File: config.mk
export PLATFORM = sky130hd
export DESIGN_NAME = wf_mem_credit
export DESIGN_NICKNAME = d
export VERILOG_FILES = /design/src/rtl/wmc_pkg.sv /design/src/rtl/wmc_token_pool.sv /design/src/rtl/wmc_dir_counter.sv /design/src/rtl/wf_mem_credit.sv
export SDC_FILE = /design/constraint.sdc
export NUM_CORES = 1
export LEC_CHECK = 0
export BUFFER_PORTS_ARGS = -buffer_cell sky130_fd_sc_hd__buf_4
export CAP_MARGIN = 20
export CORE_ASPECT_RATIO = 0.75
export CORE_MARGIN = 3
export CORE_UTILIZATION = 30
export DETAILED_ROUTE_END_ITERATION = 16
export GPL_ROUTABILITY_DRIVEN = 0
export PLACE_DENSITY = 0.48
export SLEW_MARGIN = 20
export SYNTH_ARGS = -nofsm -noshare
export SYNTH_HDL_FRONTEND = slang
export SYNTH_SLANG_ARGS = --single-unit
File: constraint.sdc
create_clock -name clk -period 5.2 [get_ports clk]
set_input_delay 0.26 -clock clk [delete_from_list [all_inputs] [get_ports clk]]
set_output_delay 0.26 -clock clk [all_outputs]
set_load 0.05 [all_outputs]
File: src/rtl/wmc_pkg.sv
package wmc_pkg;
  typedef enum logic [1:0] {
    OP_LOAD   = 2'd0,
    OP_STORE  = 2'd1,
    OP_ATOMIC = 2'd2,
    OP_SYNC   = 2'd3
  } op_kind_e;

  // Every kind except a plain store occupies the read side.
  function automatic logic uses_read(input op_kind_e k);
    return k != OP_STORE;
  endfunction

  // Every kind except a plain load occupies the write side.
  function automatic logic uses_write(input op_kind_e k);
    return k != OP_LOAD;
  endfunction
endpackage

File: src/rtl/wmc_token_pool.sv
module wmc_token_pool #(
  parameter int TOKEN_MAX = 8,
  parameter int PW        = $clog2(TOKEN_MAX + 1)
) (
  input  logic          clk,
  input  logic          rst_n,
  input  logic          acquire,
  input  logic [PW-1:0] give_back,
  output logic [PW-1:0] level,
  output logic          ovf_err
);
  localparam logic [PW:0] CAP = (PW+1)'(TOKEN_MAX);

  logic [PW:0]   sum;
  logic          ovf_now;
  logic          pool_en;
  logic [PW-1:0] level_nxt;
  logic          err_nxt;

  always_comb begin
    sum       = {1'b0, level} + {1'b0, give_back} - {{PW{1'b0}}, acquire};
    ovf_now   = sum > CAP;
    level_nxt = ovf_now ? CAP[PW-1:0] : sum[PW-1:0];
    pool_en   = acquire | (give_back != '0);
    err_nxt   = ovf_err | ovf_now;
  end

  always_ff @(posedge clk or negedge rst_n) begin
    if (!rst_n) begin
      level   <= CAP[PW-1:0];
      ovf_err <= 1'b0;
    end else if (pool_en) begin
      level   <= level_nxt;
      ovf_err <= err_nxt;
    end
  end

  assert_pool_in_range_R9: assert property (@(posedge clk) disable iff (!rst_n)
    {1'b0, level} <= CAP);
  assert_acquire_funded_R2: assert property (@(posedge clk) disable iff (!rst_n)
    acquire |-> level != '0);
  assert_ovf_sticky_R9: assert property (@(posedge clk) disable iff (!rst_n)
    ovf_err |=> ovf_err);
endmodule

File: src/rtl/wmc_dir_counter.sv
module wmc_dir_counter #(
  parameter int CW = 3
) (
  input  logic          clk,
  input  logic          rst_n,
  input  logic          inc,
  input  logic          dec,
  output logic [CW-1:0] cnt,
  output logic          underflow
);
  logic          cnt_en;
  logic [CW-1:0] cnt_nxt;

  always_comb begin
    underflow = dec & ~inc & (cnt == '0);
    cnt_en    = inc ^ dec;
    cnt_nxt   = cnt;
    if (inc && !dec)
      cnt_nxt = cnt + 1'b1;
    else if (dec && !inc && cnt != '0)
      cnt_nxt = cnt - 1'b1;
  end

  always_ff @(posedge clk or negedge rst_n) begin
    if (!rst_n)
      cnt <= '0;
    else if (cnt_en)
      cnt <= cnt_nxt;
  end

  assert_uf_holds_zero_R10: assert property (@(posedge clk) disable iff (!rst_n)
    underflow |=> cnt == '0);
  assert_quiet_stable_R6: assert property (@(posedge clk) disable iff (!rst_n)
    (!inc && !dec) |=> $stable(cnt));
endmodule

File: src/rtl/wf_mem_credit.sv
module wf_mem_credit #(
  parameter int NUM_WF    = 4,
  parameter int TOKEN_MAX = 8,
  parameter int MAX_OUT   = 4,
  parameter int WFW       = (NUM_WF > 1) ? $clog2(NUM_WF) : 1,
  parameter int PW        = $clog2(TOKEN_MAX + 1),
  parameter int CW        = $clog2(MAX_OUT + 2)
) (
  input  logic                 clk,
  input  logic                 rst_n,
  input  logic                 iss_req,
  input  logic [WFW-1:0]       iss_wf,
  input  logic [1:0]           iss_kind,
  input  logic                 iss_idle,
  output logic                 iss_grant,
  input  logic                 cmp_valid,
  input  logic [WFW-1:0]       cmp_wf,
  input  logic [1:0]           cmp_kind,
  input  logic [PW-1:0]        tok_ret,
  output logic [PW-1:0]        pool_level,
  output logic [NUM_WF*CW-1:0] rd_cnt,
  output logic [NUM_WF*CW-1:0] wr_cnt,
  output logic                 err_pool_ovf,
  output logic                 err_underflow
);
  import wmc_pkg::*;

  localparam logic [CW:0] CEIL = (CW+1)'(MAX_OUT);

  op_kind_e    iss_k, cmp_k;
  logic [CW-1:0] rd_arr [NUM_WF];
  logic [CW-1:0] wr_arr [NUM_WF];
  logic [NUM_WF-1:0] uf_rd, uf_wr;
  logic [CW:0] busy;
  logic        wf_ok;
  logic        take_tok;
  logic        uf_any;
  logic        uerr_nxt;

  always_comb begin
    iss_k = op_kind_e'(iss_kind);
    cmp_k = op_kind_e'(cmp_kind);
    wf_ok = 32'(iss_wf) < NUM_WF;
    busy  = '0;
    if (wf_ok)
      busy = {1'b0, rd_arr[iss_wf]} + {1'b0, wr_arr[iss_wf]};
    iss_grant = iss_req && wf_ok && (pool_level != '0) && (busy < CEIL);
    take_tok  = iss_grant && !iss_idle;
  end

  wmc_token_pool #(.TOKEN_MAX(TOKEN_MAX), .PW(PW)) u_pool (
    .clk       (clk),
    .rst_n     (rst_n),
    .acquire   (take_tok),
    .give_back (tok_ret),
    .level     (pool_level),
    .ovf_err   (err_pool_ovf)
  );

  for (genvar w = 0; w < NUM_WF; w++) begin : g_wave
    logic hit_iss, hit_cmp;
    assign hit_iss = iss_grant && (32'(iss_wf) == w);
    assign hit_cmp = cmp_valid && (32'(cmp_wf) == w);

    wmc_dir_counter #(.CW(CW)) u_rd (
      .clk       (clk),
      .rst_n     (rst_n),
      .inc       (hit_iss && uses_read(iss_k)),
      .dec       (hit_cmp && uses_read(cmp_k)),
      .cnt       (rd_arr[w]),
      .underflow (uf_rd[w])
    );

    wmc_dir_counter #(.CW(CW)) u_wr (
      .clk       (clk),
      .rst_n     (rst_n),
      .inc       (hit_iss && uses_write(iss_k)),
      .dec       (hit_cmp && uses_write(cmp_k)),
      .cnt       (wr_arr[w]),
      .underflow (uf_wr[w])
    );

    assign rd_cnt[w*CW +: CW] = rd_arr[w];
    assign wr_cnt[w*CW +: CW] = wr_arr[w];

    assert_combined_cap_R2: assert property (@(posedge clk) disable iff (!rst_n)
      ({1'b0, rd_arr[w]} + {1'b0, wr_arr[w]}) <= CEIL + 1'b1);
  end

  always_comb begin
    uf_any   = |{uf_rd, uf_wr};
    uerr_nxt = err_underflow | uf_any;
  end

  always_ff @(posedge clk or negedge rst_n) begin
    if (!rst_n)
      err_underflow <= 1'b0;
    else if (uf_any)
      err_underflow <= uerr_nxt;
  end

  assert_grant_needs_req_R3: assert property (@(posedge clk) disable iff (!rst_n)
    iss_grant |-> iss_req);
  assert_uf_sticky_R10: assert property (@(posedge clk) disable iff (!rst_n)
    err_underflow |=> err_underflow);
endmodule

# [Word-level counts from Yosys, hierarchy flattened]
# Index checks and enable logic that the tools add are counted.
[word_totals] out_inout_bits=31 ff_bits=30 input_bits=17 elab_cells=207
[op_classes] eq_ne=8 n_addsub=19 n_bitwise=36 order_cmp=3 reduce_logical=107 mux=23
[op_table] operator="$mux W3" n=20
[op_table] operator="$logic_and A1 B1 Y1" n=51
[op_table] operator="$add A3 B1 Y3 const B" n=8
[op_table] operator="$logic_not A3 Y1" n=8
[op_table] operator="$reduce_bool A3 Y1" n=8
[op_table] operator="$sub A3 B1 Y3 const B" n=8
[op_table] operator="$reduce_bool A2 Y1" n=10
[op_table] operator="$logic_not A1 Y1" n=17
[op_table] operator="$and A1 B1 Y1" n=16
[op_table] operator="$reduce_and A2 Y1" n=8
[op_table] operator="$bmux W3 S2" n=2
[op_table] operator="$eq A2 B2 Y1 const B" n=4
[op_table] operator="$not A1 Y1" n=8
[op_table] operator="$reduce_bool A4 Y1" n=2
[op_table] operator="$reduce_or A8 Y1" n=1
[op_table] operator="$xor A1 B1 Y1" n=8
[op_table] operator="$add A4 B4 Y5" n=1
[op_table] operator="$gt A5 B4 Y1 const B" n=1
[op_table] operator="$sub A5 B1 Y5" n=1
[op_table] operator="$add A3 B3 Y4" n=1
[op_table] operator="$eq A2 B1 Y1 const B" n=2
[op_table] operator="$logic_not A2 Y1" n=2
[op_table] operator="$lt A4 B3 Y1 const B" n=1
[op_table] operator="$mux W4" n=1
[op_table] operator="other kinds (4)" n=7

# [Longest topological paths before layout]
[logic_depth] word_depth=14 ltp_mapped=18 mapped_depth_nobuf=16

# [Hierarchy]
# A second synthesis with hierarchy kept.
[hier_totals] hier_cells=274 hier_area_um2=2636.3
[modules_own_cells] module="wmc_dir_counter (g_wave[0].u_rd ...)" cells_each=20 area_per_inst_um2=209.0 instances=7
[modules_own_cells] module="wmc_token_pool" cells_each=56 area_per_inst_um2=505.5 instances=1
[modules_own_cells] module="wf_mem_credit" cells_each=53 area_per_inst_um2=417.9 instances=1
[modules_own_cells] module="wmc_dir_counter (g_wave[1].u_rd)" cells_each=25 area_per_inst_um2=250.2 instances=1

# [Worst setup path after synthesis]
# Ideal clock, no wire load.
[synth_timing] path_type="reg2reg" start="register g_wave[3].u_rd.cnt[2]" end="register u_pool.level[2]" synth_period_minus_slack_ps=3963 t_arrival_ps=3839 slack_ps=1237 path_buffers=0 setup_ps=125 stages_incl_launch_ff=17 path_cell_list="dfrtp_1 -> mux4_2 -> ha_1 -> nor4b_2 -> o41ai_1 -> a31o_4 -> nor2_1 -> ha_1 -> inv_1 -> ha_1 -> inv_1 -> fa_1 -> nand2b_1 -> a21oi_1 -> xor2_1 -> nor3_1 -> mux2_2"
[synth_via] elab_chain_cells=10
[synth_lines] item="start: declaration" line_no="wmc_dir_counter.sv:8" rtl="output logic [CW-1:0] cnt,"
[synth_lines] item="start signal: assignment" line_no="wmc_dir_counter.sv:28" rtl="cnt <= cnt_nxt;"
[synth_lines] item="$bmux W3 S2 *" line_no="wf_mem_credit.sv:46" rtl="busy = {1'b0, rd_arr[iss_wf]} + {1'b0, wr_arr[iss_wf]};"
[synth_lines] item="$mux W3 (implied by the code) * (2 in series)" line_no="wf_mem_credit.sv:46"
[synth_lines] item="$add A3 B3 Y4 *" line_no="wf_mem_credit.sv:46"
[synth_lines] item="$lt A4 B3 Y1 *" line_no="wf_mem_credit.sv:47" rtl="iss_grant = iss_req && wf_ok && (pool_level != '0) && (busy < CEIL);"
[synth_lines] item="$logic_and A1 B1 Y1 *" line_no="wf_mem_credit.sv:47"
[synth_lines] item="$logic_and A1 B1 Y1 *" line_no="wf_mem_credit.sv:48" rtl="take_tok = iss_grant && !iss_idle;"
[synth_lines] item="$sub A5 B1 Y5" line_no="wmc_token_pool.sv:21" rtl="sum = {1'b0, level} + {1'b0, give_back} - {{PW{1'b0}}, acquire};"
[synth_lines] item="$gt A5 B4 Y1" line_no="wmc_token_pool.sv:22" rtl="ovf_now = sum > CAP;"
[synth_lines] item="$mux W4" line_no="wmc_token_pool.sv:23" rtl="level_nxt = ovf_now ? CAP[PW-1:0] : sum[PW-1:0];"
[synth_lines] item="end signal: assignment" line_no="wmc_token_pool.sv:30" rtl="level <= CAP[PW-1:0];"
[synth_lines] item="end signal: assignment" line_no="wmc_token_pool.sv:33" rtl="level <= level_nxt;"
[synth_lines] item="end: declaration" line_no="wmc_token_pool.sv:9" rtl="output logic [PW-1:0] level,"
# Every way passes the cells marked *; elsewhere a longest branch is shown, timed or not. The select of a mux whose other input is x is not followed.
# A chain may end at the register's enable or synchronous reset.

# [Worst setup path in the final report]
# Ends and elaborated chain as after synthesis.

==> summary.md <==
| Metric | Value |
|---|---|
| Tcrit/Tclk final | 78.1% |
| Yosys reg bits | 30 |
| Pwr dens | 620 nW/um^2 |
| IO buf count | 47 |
| Critical Path RT | 5370 ps |
| Worst stage delay on the critical path | 490 ps |
| Commonest non-fill, non-tap cell in the layout | buf_4 |
| Sink Count | 30 |
| Critical path capture point type | register |
| Die W | 110 microns |
| Slowest-stage cell, CP | mux4_2 |
| Largest net degree at the start of global routing | 31 |
| Worst Tran Pin Value | 485 ps |
| Crit-path max FO | 9 |
| GRT overflow | 0 |
| Average cell area after synthesis | 9.87 sq um |
| Final nets | 350 |
| Share of layout cells above drive strength 1 | 25.8% |
| Leakage | 1.41 nW |
| Setup tns final | 0 ps |
| Most frequent cells in the layout | buf_4 (47), inv_1 (39), dfrtp_1 (29), ha_1 (26), xnor2_1 (17) |
| Final ANT Viol Nets | 0 |
| Critical path launch point type | register |
| Worst setup margin | 1140 ps |
| # IOs | 48 |
| 1st-pass router iterations | 4 |
| Clock Path Buffers | 2 |
| Initial Util | 32.0% |
| Ys async rst share | 100% |
| Initial antenna violation count | 0 |
| R2r endpoint | u_pool.level[2] |
| Mapped Area | 2430 sq um |
| Ys flop type | dfrtp_1 |
| Run status | completed |
| CP Cell Sequence | mux4_2 > ha_1 > nor4b_2 > o41ai_1 > a31o_4 > nor2_1 > ha_1 > inv_1 > ha_1 > inv_1 > fa_1 > nand2b_1 > a21oi_1 > xor2_1 > nor3_1 > mux2_2 |
| Most frequent cell on the critical path | ha_1 |
| Synth top area cells | dfrtp_1 (30%), ha_1 (13%), fa_1 (7.4%), xnor2_1 (6.1%), inv_1 (6.0%) |
| # diodes | 0 |
| Hold Path Depth | 3 |
| Area leader, netlist | dfrtp_1 |
| Dpl hpwl | 4.72 mm |
| Crit path time final | 4060 ps |
| Final Routed Wirelength | 5.75 mm |
| CTS root buffer | clkbuf_8 |
| Yosys Warn Count | 0 |
| Post-Layout Cell Count | 400 |
| DP Cell Count | 391 |
| Die Span Y | 83.9 microns |
| VDD IR-drop max | 213 uV |
| Total Routing Usage GR | 13.6% |
| Crit path arrival time | 4230 ps |
| Fmax | 0.246 GHz |
| First-pass GRT wire length | 9.72 mm |
| Worst Reg-to-Reg Cells | 16 |
| Die area | 9220 sq um |
| RSZ-0062 raised after global routing | no |
| Rows | 27 |
| Post-synthesis sequential area ratio | 31.0% |
| Fillers | 775 |
| Post-synth EDFFs | 0 |
| Min-delay worst type | in -> reg |
| Clock Skews | 9.05 ps |
| CTS resizes | 0 |
| Hold Crit Endpoint | u_pool.level[3] |
| Dpl ws | 1140 ps |
| Synth top area share | 29.9% |
| Clock latency on the worst-skew pair | 290 ps |
| Avg WL per Cell | 14.4 microns |
| Area of the core | 7600 sq um |
| WS Path Type | reg -> reg |
| Cell variety after synth | 36 |
| Number of global-route vias before repair | 1852 |
| Hold_ws | 317 ps |
| Via/cell ratio | 4.64 |
| Via count | 1855 |
| Fin. Hold Viols | 0 |
| Iteration-0 DRC Markers | 67 |
| CTS tree | yes |
| Relative slew slack | 67.4% |
| CTS clock-pin slew for the worst setup and hold paths | 70 ps |
| Max Cap Viol | 0 |
| Pwr Total | 0.00186 W |
| H-tree depth | 2 |
| R2R setup slack | 1140 ps |
| Min-delay src | iss_idle |
| CTS buffer count | 5 |
| Residual DRC count | 0 |
| Area growth from synthesis to layout | 23.2% |
| Final setup viols | 0 |
| Worst R2R Start | g_wave[3].u_rd.cnt[2] |
| Syn_nets | 298 |
| Max-slew violations | 0 |
| Post-Synthesis Cells | 246 |
==> cell families after synthesis <==
family	after synthesis	share of synthesized area (%)
and+or+nand+nor	72	16.0
buffers and inverters	43	6.85
adders and majority gates	35	20.8
DFF	30	31.0
xor gates and xnor gates	27	9.74
AOI/OAI and AO/OA	23	6.44
muxes	16	9.22
==> how the worst max path moves through the flow <==
stage,slack [ps],endpoint,from,depth (start not counted)
2_1_floorplan,1240,u_pool.level[2],g_wave[3].u_rd.cnt[2],16
3_3_place_gp,1240,u_pool.level[2],iss_wf[0],17
3_5_place_dp,1140,u_pool.level[2],iss_wf[0],17
4_1_cts,1140,u_pool.level[2],g_wave[3].u_rd.cnt[2],16
5_1_grt,850,u_pool.level[2],g_wave[3].u_rd.cnt[2],16
6_report,1140,u_pool.level[2],g_wave[3].u_rd.cnt[2],16
==> metrics by stage <==
| step | utilization (%) | cell area (sq um) |
|---|---|---|
| after global placement | 38.0 | 2890 |
| after floorplan | - | 2430 |
| after detailed placement | 38.0 | 2890 |
| final | 39.4 | 2990 |
| after global routing | 39.4 | 2990 |
| after CTS | 39.4 | 2990 |
==> sequential cells by signal, indices dropped and copies added, names as in the netlist <==
name             cells
g_wave.u_wr.cnt     12
g_wave.u_rd.cnt     12
u_pool.level         4
err_underflow        1
u_pool.ovf_err       1
==> worst max-delay path: cells and delay by family (launching register included) <==
| kind | cells | cell delay [ps] |
|---|---|---|
| simple gates | 4 | 640 |
| buf+inv | 2 | 110 |
| compound gates | 3 | 540 |
| mux | 2 | 760 |
| flops | 1 | 420 |
| fa+ha+maj | 4 | 1090 |
| xor+xnor | 1 | 390 |
==> per-layer routing <==
layer | GRT usage [%] | share of wire [%] | vias up
met3 | 3.33 | 4.0 | 12
met4 | 3.74 | 1.6 | 0
met1 | 20.4 | 52 | 891
met5 | 0 | 0 | -
met2 | 19.2 | 43 | 28
li1 | - | - | 924
==> Yosys cell counts (all sizes together), types with 9 or more instances <==
master and count:
nand2b 9, ha 26, nor3 13, xnor2 17
xor2 10, or3 15, nand2 12, a21oi 11
inv 40, nor2 10, fa 9, dfrtp 29
mux2 11
==> where the power goes <==
part           internal [W]  total (W)  switching [W]
combinational      0.000451    0.00115       0.000698
clock              0.000107   0.000202      0.0000954
sequential         0.000338   0.000505       0.000167
total              0.000896    0.00186       0.000961
==> repair_timing <==
action                                 4_1_cts  5_1_grt
hold buffers                                 1        0
setup buffers                                0        0
setup endpoints to repair                    0        0
endpoints found under the hold margin       29        0
==> area by class of cell <==
| class | instances | area [sq um] | share of cell area, % |
|---|---|---|---|
| Inverter | 40 | 150 | 5.02 |
| Tap cell | 101 | 126 | 4.22 |
| Clock buffer | 7 | 86.3 | 2.88 |
| Sequential cell | 30 | 752 | 25.1 |
| Multi-Input combinational cell | 173 | 1510 | 50.5 |
| Clock inverter | 1 | 5.00 | 0.167 |
| Timing Repair Buffer | 48 | 363 | 12.1 |
Note: power is estimated with default switching activity, not from simulation.
